File: src/rtl/intd_pkg.sv
// Shared types for the interrupt delivery classifier.
// Assumes error codes are as wide as a selector.
package intd_pkg;

    typedef enum logic [2:0] {
        PATH_NONE  = 3'd0,
        PATH_REAL  = 3'd1,
        PATH_TASK  = 3'd2,
        PATH_SAME  = 3'd3,
        PATH_INNER = 3'd4,
        PATH_V86   = 3'd5
    } path_e;

    typedef enum logic [1:0] {
        FLT_NONE = 2'd0,
        FLT_GP   = 2'd1,
        FLT_NP   = 2'd2,
        FLT_TS   = 2'd3
    } fault_e;

    localparam logic [3:0] GT_TASK   = 4'h5;
    localparam logic [3:0] GT_INT16  = 4'h6;
    localparam logic [3:0] GT_TRAP16 = 4'h7;
    localparam logic [3:0] GT_INT32  = 4'hE;
    localparam logic [3:0] GT_TRAP32 = 4'hF;

endpackage

File: src/rtl/intd_gate_check.sv
// Interrupt-table stage: checks vector range, gate type, gate privilege
// (software events only) and gate presence, in that order.
// Assumes SEL_W > VEC_W + 3 so the vector error code fits.
module intd_gate_check
    import intd_pkg::*;
#(
    parameter int VEC_W = 8,
    parameter int LIM_W = 16,
    parameter int SEL_W = 16
) (
    input  logic [VEC_W-1:0] vector_i,
    input  logic [LIM_W-1:0] idt_limit_i,
    input  logic [3:0]       gate_type_i,
    input  logic [1:0]       gate_dpl_i,
    input  logic             gate_present_i,
    input  logic             sw_int_i,
    input  logic [1:0]       cpl_i,
    input  logic             ext_i,
    output fault_e           gate_fault_o,
    output logic [SEL_W-1:0] gate_err_o,
    output logic             is_task_o
);
    localparam int CMP_W = LIM_W + VEC_W + 3;
    localparam int VPAD  = SEL_W - VEC_W - 3;

    logic [CMP_W-1:0] last_byte;
    logic [CMP_W-1:0] limit_ext;
    logic             out_of_table;
    logic             type_ok;
    logic             priv_bad;

    // Widen both sides of the table range comparison.
    always_comb begin
        last_byte = {{LIM_W{1'b0}}, vector_i, 3'b111};
        limit_ext = {{(VEC_W + 3){1'b0}}, idt_limit_i};
    end

    // Decode the individual gate conditions.
    always_comb begin
        out_of_table = last_byte > limit_ext;
        type_ok      = (gate_type_i == GT_TASK)   || (gate_type_i == GT_INT16)  ||
                       (gate_type_i == GT_TRAP16) || (gate_type_i == GT_INT32)  ||
                       (gate_type_i == GT_TRAP32);
        priv_bad     = sw_int_i && (gate_dpl_i < cpl_i);
        is_task_o    = gate_type_i == GT_TASK;
    end

    // Priority chain: first failing gate check wins.
    always_comb begin
        gate_err_o = {{VPAD{1'b0}}, vector_i, 2'b01, ext_i};
        if (out_of_table || !type_ok || priv_bad) begin
            gate_fault_o = FLT_GP;
        end else if (!gate_present_i) begin
            gate_fault_o = FLT_NP;
        end else begin
            gate_fault_o = FLT_NONE;
        end
    end

    // A hardware event never fails on gate privilege alone.
    always_comb begin
        if (!sw_int_i && !out_of_table && type_ok && gate_present_i) begin
            p_hw_skip_dpl_r6: assert (gate_fault_o == FLT_NONE);
        end
        if (!gate_present_i) begin
            p_absent_gate_r7: assert (gate_fault_o != FLT_NONE);
        end
    end

endmodule

File: src/rtl/intd_target_check.sv
// Code-segment stage for interrupt and trap gates: null selector, table
// range, segment type, presence, then privilege selects a path.
// Assumes selector bit 0 of tgt_sel_hi_i is the table indicator.
module intd_target_check
    import intd_pkg::*;
#(
    parameter int LIM_W = 16,
    parameter int SEL_W = 16
) (
    input  logic [SEL_W-3:0] tgt_sel_hi_i,
    input  logic [LIM_W-1:0] tgt_limit_i,
    input  logic             tgt_is_code_i,
    input  logic             tgt_conforming_i,
    input  logic [1:0]       tgt_dpl_i,
    input  logic             tgt_present_i,
    input  logic [1:0]       cpl_i,
    input  logic             vm_i,
    input  logic             ext_i,
    output fault_e           tgt_fault_o,
    output logic [SEL_W-1:0] tgt_err_o,
    output path_e            tgt_path_o
);
    localparam int CMP_W = LIM_W + SEL_W;

    logic [CMP_W-1:0] last_byte;
    logic [CMP_W-1:0] limit_ext;
    logic             is_null;
    logic             out_of_table;
    logic             to_inner;
    logic             to_same;

    // Widen both sides of the descriptor range comparison.
    always_comb begin
        last_byte = {{LIM_W{1'b0}}, tgt_sel_hi_i[SEL_W-3:1], 3'b111};
        limit_ext = {{SEL_W{1'b0}}, tgt_limit_i};
    end

    // Decode the individual target conditions.
    always_comb begin
        is_null      = tgt_sel_hi_i == '0;
        out_of_table = last_byte > limit_ext;
        to_inner     = !tgt_conforming_i && (tgt_dpl_i < cpl_i);
        to_same      = tgt_conforming_i || (tgt_dpl_i == cpl_i);
    end

    // Priority chain over the target checks, then path choice.
    always_comb begin
        tgt_path_o  = PATH_NONE;
        tgt_fault_o = FLT_NONE;
        tgt_err_o   = {tgt_sel_hi_i, 1'b0, ext_i};
        if (is_null) begin
            tgt_fault_o = FLT_GP;
            tgt_err_o   = {{(SEL_W-1){1'b0}}, ext_i};
        end else if (out_of_table || !tgt_is_code_i) begin
            tgt_fault_o = FLT_GP;
        end else if (!tgt_present_i) begin
            tgt_fault_o = FLT_NP;
        end else if (to_inner) begin
            tgt_path_o  = vm_i ? PATH_V86 : PATH_INNER;
        end else if (to_same) begin
            tgt_path_o  = PATH_SAME;
        end else begin
            tgt_fault_o = FLT_GP;
        end
    end

    // A fully valid, more-privileged non-conforming target never faults.
    always_comb begin
        if (!is_null && !out_of_table && tgt_is_code_i && tgt_present_i &&
            !tgt_conforming_i && (tgt_dpl_i < cpl_i)) begin
            p_inner_select_r12: assert (tgt_fault_o == FLT_NONE &&
                                        (tgt_path_o == PATH_INNER || tgt_path_o == PATH_V86));
        end
        if (is_null) begin
            p_null_code_r9: assert (tgt_err_o[SEL_W-1:1] == '0);
        end
    end

endmodule

File: src/rtl/intd_verdict_reg.sv
// Holds the verdict: loads on start, otherwise keeps it.
// Assumes start_i is a single-cycle request from the caller.
module intd_verdict_reg
    import intd_pkg::*;
#(
    parameter int SEL_W = 16
) (
    input  logic             clk,
    input  logic             rst_n,
    input  logic             start_i,
    input  path_e            path_d,
    input  fault_e           fault_d,
    input  logic [SEL_W-1:0] err_d,
    output logic             valid_o,
    output path_e            path_q,
    output fault_e           fault_q,
    output logic [SEL_W-1:0] err_q
);

    // Capture the new verdict on start; clear on reset.
    always_ff @(posedge clk) begin
        if (!rst_n) begin
            valid_o <= 1'b0;
            path_q  <= PATH_NONE;
            fault_q <= FLT_NONE;
            err_q   <= '0;
        end else if (start_i) begin
            valid_o <= 1'b1;
            path_q  <= path_d;
            fault_q <= fault_d;
            err_q   <= err_d;
        end
    end

    p_hold_r2: assert property (@(posedge clk) disable iff (!rst_n)
        !start_i |=> ($stable(path_q) && $stable(fault_q) && $stable(err_q) && $stable(valid_o)));

    p_valid_after_start_r2: assert property (@(posedge clk) disable iff (!rst_n)
        start_i |=> valid_o);

endmodule

File: src/rtl/intd_dispatch_classify.sv
// Top of the interrupt delivery classifier: combines the mode bit, the
// gate stage and the target stage into one verdict, registered on start.
// Assumes all descriptor fields are already fetched and stable with start.
module intd_dispatch_classify
    import intd_pkg::*;
#(
    parameter int VEC_W = 8,
    parameter int SEL_W = 16,
    parameter int LIM_W = 16
) (
    input  logic             clk,
    input  logic             rst_n,
    input  logic             start_i,
    input  logic             pe_i,
    input  logic             vm_i,
    input  logic             sw_int_i,
    input  logic             ext_i,
    input  logic [VEC_W-1:0] vector_i,
    input  logic [LIM_W-1:0] idt_limit_i,
    input  logic [3:0]       gate_type_i,
    input  logic [1:0]       gate_dpl_i,
    input  logic             gate_present_i,
    input  logic [1:0]       cpl_i,
    input  logic [SEL_W-3:0] tgt_sel_hi_i,
    input  logic [LIM_W-1:0] tgt_limit_i,
    input  logic             tgt_is_code_i,
    input  logic             tgt_conforming_i,
    input  logic [1:0]       tgt_dpl_i,
    input  logic             tgt_present_i,
    output logic             valid_o,
    output logic [2:0]       path_o,
    output logic [1:0]       fault_o,
    output logic [SEL_W-1:0] err_code_o
);

    fault_e           gate_fault;
    logic [SEL_W-1:0] gate_err;
    logic             gate_is_task;
    fault_e           tgt_fault;
    logic [SEL_W-1:0] tgt_err;
    path_e            tgt_path;
    path_e            path_d;
    fault_e           fault_d;
    logic [SEL_W-1:0] err_d;
    path_e            path_q;
    fault_e           fault_q;

    intd_gate_check #(
        .VEC_W(VEC_W), .LIM_W(LIM_W), .SEL_W(SEL_W)
    ) gate_chk_i (
        .vector_i       (vector_i),
        .idt_limit_i    (idt_limit_i),
        .gate_type_i    (gate_type_i),
        .gate_dpl_i     (gate_dpl_i),
        .gate_present_i (gate_present_i),
        .sw_int_i       (sw_int_i),
        .cpl_i          (cpl_i),
        .ext_i          (ext_i),
        .gate_fault_o   (gate_fault),
        .gate_err_o     (gate_err),
        .is_task_o      (gate_is_task)
    );

    intd_target_check #(
        .LIM_W(LIM_W), .SEL_W(SEL_W)
    ) tgt_chk_i (
        .tgt_sel_hi_i     (tgt_sel_hi_i),
        .tgt_limit_i      (tgt_limit_i),
        .tgt_is_code_i    (tgt_is_code_i),
        .tgt_conforming_i (tgt_conforming_i),
        .tgt_dpl_i        (tgt_dpl_i),
        .tgt_present_i    (tgt_present_i),
        .cpl_i            (cpl_i),
        .vm_i             (vm_i),
        .ext_i            (ext_i),
        .tgt_fault_o      (tgt_fault),
        .tgt_err_o        (tgt_err),
        .tgt_path_o       (tgt_path)
    );

    // Merge stages: real mode, then gate faults, then task, then target.
    always_comb begin
        path_d  = PATH_NONE;
        fault_d = FLT_NONE;
        err_d   = '0;
        if (!pe_i) begin
            path_d  = PATH_REAL;
        end else if (gate_fault != FLT_NONE) begin
            fault_d = gate_fault;
            err_d   = gate_err;
        end else if (gate_is_task) begin
            path_d  = PATH_TASK;
        end else if (tgt_fault != FLT_NONE) begin
            fault_d = tgt_fault;
            err_d   = tgt_err;
        end else begin
            path_d  = tgt_path;
        end
    end

    intd_verdict_reg #(
        .SEL_W(SEL_W)
    ) verdict_i (
        .clk     (clk),
        .rst_n   (rst_n),
        .start_i (start_i),
        .path_d  (path_d),
        .fault_d (fault_d),
        .err_d   (err_d),
        .valid_o (valid_o),
        .path_q  (path_q),
        .fault_q (fault_q),
        .err_q   (err_code_o)
    );

    // Drive the plain output ports from the typed register state.
    always_comb begin
        path_o  = path_q;
        fault_o = fault_q;
    end

    p_real_mode_r3: assert property (@(posedge clk) disable iff (!rst_n)
        (start_i && !pe_i) |=> (path_o == PATH_REAL && fault_o == FLT_NONE && err_code_o == '0));

    p_ext_bit_r4: assert property (@(posedge clk) disable iff (!rst_n)
        start_i |=> (fault_o == FLT_NONE || err_code_o[0] == $past(ext_i)));

    p_one_outcome_r14: assert property (@(posedge clk) disable iff (!rst_n)
        valid_o |-> ((fault_o == FLT_NONE) != (path_o == PATH_NONE)) && fault_o != FLT_TS);

    p_task_path_r8: assert property (@(posedge clk) disable iff (!rst_n)
        (start_i && pe_i && gate_fault == FLT_NONE && gate_type_i == GT_TASK) |=> path_o == PATH_TASK);

endmodule

File: config.mk
export PLATFORM = sky130hd
export DESIGN_NAME = intd_dispatch_classify
export DESIGN_NICKNAME = d
export VERILOG_FILES = /design/src/rtl/intd_pkg.sv /design/src/rtl/intd_gate_check.sv /design/src/rtl/intd_target_check.sv /design/src/rtl/intd_verdict_reg.sv /design/src/rtl/intd_dispatch_classify.sv
export SDC_FILE = /design/constraint.sdc
export NUM_CORES = 1
export LEC_CHECK = 0
export BUFFER_PORTS_ARGS = -buffer_cell sky130_fd_sc_hd__buf_2
export CAP_MARGIN = 20
export CORE_UTILIZATION = 39
export CTS_CLUSTER_DIAMETER = 120
export DETAILED_ROUTE_END_ITERATION = 10
export GPL_ROUTABILITY_DRIVEN = 0
export PLACE_DENSITY = 0.76
export SLEW_MARGIN = 5
export SYNTH_ARGS = -nofsm -noshare
export SYNTH_HDL_FRONTEND = slang
export SYNTH_SLANG_ARGS = --single-unit
export TNS_END_PERCENT = 30
File: constraint.sdc
create_clock -name clk -period 1.9 [get_ports clk]
set_clock_uncertainty 0.15 [all_clocks]
set_input_delay 0.095 -clock clk [delete_from_list [all_inputs] [get_ports clk]]
set_output_delay 0.095 -clock clk [all_outputs]
set_load 0.03 [all_outputs]
==> summary.txt <==
STA
  – Fin. Hold Viols: 2
  – Slew margin rel.: a little over three fifths
  – RSZ-0062 raised after global routing: yes
  – Slew Viols, Final: 0
  – Tcrit/Tclk final: a little over nine tenths
  – Setup violators final: 0
  – Hold slack final: -0.00578 ns
  – Setup TNS: 0 ns
  – Fmax: roughly 540 MHz
  – Least-Margin Pin Slew: between 0.5 and 0.6 ns
  – Minimum clock period after layout: 1.85 ns

Worst hold path
  – Min-Delay Endpoint: verdict_i.err_q[12]
  – HP Class: in -> reg
  – Hold depth: 3
  – Hold path startpoint: tgt_sel_hi_i[10]

Setup path
  – Reg2reg end: verdict_i.err_q[0]
  – Reg2Reg Launch Point: verdict_i.err_q[0]
  – Crit. End Element: flip-flop
  – R2r worst-path depth: 2
  – Critical path type: in -> reg
  – Critical Path RT: about 1.9 ns
  – Reg2Reg Setup Slack: ~0.85 ns
  – Crit-path max FO: 5
  – CP arrival: 1.86 ns
  – Startpoint Class: primary input

GRT
  – Largest net degree at the start of global routing: 13
  – Initial antenna violation count: 0
  – GR Overflow Total: 0
  – Gr usage total: between 20% and 30%
  – Vias in the first global route: 1,840
  – First-pass GRT wire length: 8110 um

Routing
  – First drt pass iteration count: 4
  – Drt total wl: roughly 5200 um
  – Via count: 1,960
  – DRC viols: 0
  – Routed wire per std cell: 14.2 um
  – DR iter-0 viols: between 80 and 90
  – Final ANT Viol Nets: 0
  – Vias per inst: 5.31

Synth
  – Sequential element share of the synthesized area: approximately 27%
  – Post-Syn Instances: about 190
  – Synth top area share: between 20% and 30%
  – Post-synthesis cell area: ~1600 sq um
  – Post-Syn Area per Cell: slightly below 9 sq um
  – Synth area leader: dfxtp_1
  – Synthesized flop and latch total: 22
  – Ranking of synthesized cells by area: dfxtp_1, ha_1, inv_1, a221o_2, a22o_1
  – Unique cell type count in the Yosys netlist: 43
  – Syn_nets: between 200 and 300
  – Warnings, synthesis: 0

Finish
  – Fillers: ~330
  – Synth-to-Final Area Change: 65.3%
  – Nets@finish: about 420
  – Diode count: 0
  – Util after Layout: between 60% and 70%
  – Multi-input logic area: ~1200 sq um
  – FF+latch area: 440 sq um
  – Share of layout cells above drive strength 1: 51.7%

Place
  – Port buffer count: 96
  – Post-DP HPWL: between 4000 and 5000 um

Power
  – Peak supply drop: between 0.2 and 0.25 mV
  – Reg power frac: between 30% and 40%
  – Cell Int Power: 901 uW
  – P_sw: just over 400 uW
  – Sw frac: between 30% and 40%
  – Leak: between 1 and 1.5 nW
  – Power Density: 484 nW/um^2
  – Combinational fraction of design power: around 36%
  – Clock network power share: between 20 and 30%

Floorplanning
  – Core box area: approximately 4000 sq um
  – FP Rows: 23
  – DIE AREA: 4450 sq um
  – Die width: 66.7 um
  – Ports: a little under 100
  – Starting Density: about two fifths
  – Die height: 66.7 um

Outcome
  – Status: finished, violations left
  – Violated checks: hold timing

Clock network
  – Worst skew pair latency: about 0.27 ns
  – CTS tree: done
  – Root buf cell: clkbuf_8
  – Clock buffer depth: 2
  – Clock Pin Slew Worst Setup and Hold Paths: about 0.090 ns
  – Num Clock Sinks: 22
  – H-tree Lvls: 1
  – Post-CTS setup repair buffer count: 0
  – Num CTS Buffers: 3

Run
  – Max Cap Violations: 0
[worst max path at each step]
| stage | startpoint | endpoint | slack (ns) | depth (start not counted) |
|---|---|---|---|---|
| after floorplan | tgt_limit_i[4] | verdict_i.err_q[10] | -0.11 | 9 |
| after global placement | vector_i[6] | verdict_i.err_q[9] | -0.26 | 8 |
| after detailed placement | idt_limit_i[9] | verdict_i.err_q[8] | -0.40 | 9 |
| after CTS | idt_limit_i[9] | verdict_i.err_q[8] | -0.02 | 10 |
| after global routing | tgt_limit_i[4] | verdict_i.err_q[6] | -0.04 | 10 |
| final | vector_i[6] | verdict_i.err_q[6] | 0.05 | 9 |
[state kept, by name, indices dropped and copies added, names as in the netlist]
| name | cells |
|---|---|
| verdict_i.path_q | 3 |
| verdict_i.valid_o | 1 |
| verdict_i.err_q | 16 |
| verdict_i.fault_q | 2 |
[logic make-up after synthesis]
family / synth area share, %
compound gates: 26.8
simple gates: 20.5
flops: 27.0
buf+inv: 7.36
fa+ha+maj: 18.4
[cell usage after synthesis]
cell type and count:
dfxtp_1 22, a22o_1 7, nand4b_1 1, o41ai_1 1, a31o_2 2, and2_1 8
a21o_1 1, nor2b_1 7, nor2_1 7, nand2_1 7, or3_1 1, o311a_1 2
o21ai_2 1, nand4_1 6, o311ai_1 1, and4_1 1, nor3_1 2, nand3_1 3
clkbuf_1 3, a31oi_1 2, buf_6 1, nand2b_1 3, o21a_1 1, and3_2 1
and3b_1 1, inv_1 26, o2111ai_1 1, a21boi_0 1, a221o_2 8, nor4_1 5
ha_1 24, a21oi_1 6, and4b_1 1, o21ai_0 8, a31o_1 1, o32ai_1 1
o211ai_1 3, or4_1 2, a211o_2 1, a2111oi_4 1, nor3_2 1, a211oi_1 3
o31ai_1 1
[cell type report]
class / instances / share of cell area [%]
well taps: 50 / 2.32
inverters: 26 / 3.90
multi-input cells: 134 / 45.4
flip-flops and latches: 22 / 16.3
clock buffers: 4 / 2.04
repair buffers: 133 / 30.0
[metal layers]
metal | track usage [%] | routed length (um) | up-vias
met5 | 0 | 0 | -
met3 | 3.08 | 315 | 7
li1 | - | - | 968
met4 | 10.1 | 79 | 0
met1 | 30.6 | 2280 | 904
met2 | 39.8 | 2560 | 81
[power by group through the flow]
stage	Combinational (mW)	Clock, mW	Sequential, mW
3_5_place_dp	0.402	0	0.495
2_1_floorplan	0.170	0	0.525
5_1_grt	0.514	0.374	0.486
6_report	0.470	0.352	0.484
4_1_cts	0.420	0.348	0.484
3_3_place_gp	0.392	0	0.495
[per-stage QoR]
stage               total power [mW]  setup slack, ns  instance area [sq um]  cells  hold slack (ns)
floorplan                      0.695           -0.114                   1660    186           0.0628
global placement               0.887           -0.256                   2410    358            0.197
detailed placement             0.897           -0.402                   2410    358            0.198
CTS                             1.25          -0.0174                   2540    368         0.000946
global route                    1.37          -0.0393                   2700    369          0.00872
finish                          1.31           0.0537                   2700    369         -0.00578
[cell usage in the layout (no fill, tap or decap), types with 8 or more instances in the layout]
cell type and count:
buf_2 92, a221o_2 8, buf_4 29, ha_1 19, inv_1 24, dfxtp_1 22
and2_1 8
[timing repair]
item                       in CTS  in global routing
gates resized for setup         4                 29
pin swaps                       0                 12
setup endpoints to repair       9                 17
hold buffers                    6                  1
hold endpoints to repair        8                  1
[worst max-delay path: stages]
cell	delay (ns)
buf_6	0.10
ha_4	0.28
a211oi_4	0.07
o31ai_2	0.26
o311ai_2	0.16
o21ai_2	0.29
a2111oi_4	0.06
buf_4	0.17
a221o_2	0.37
Power figures use the tool's default switching activity.
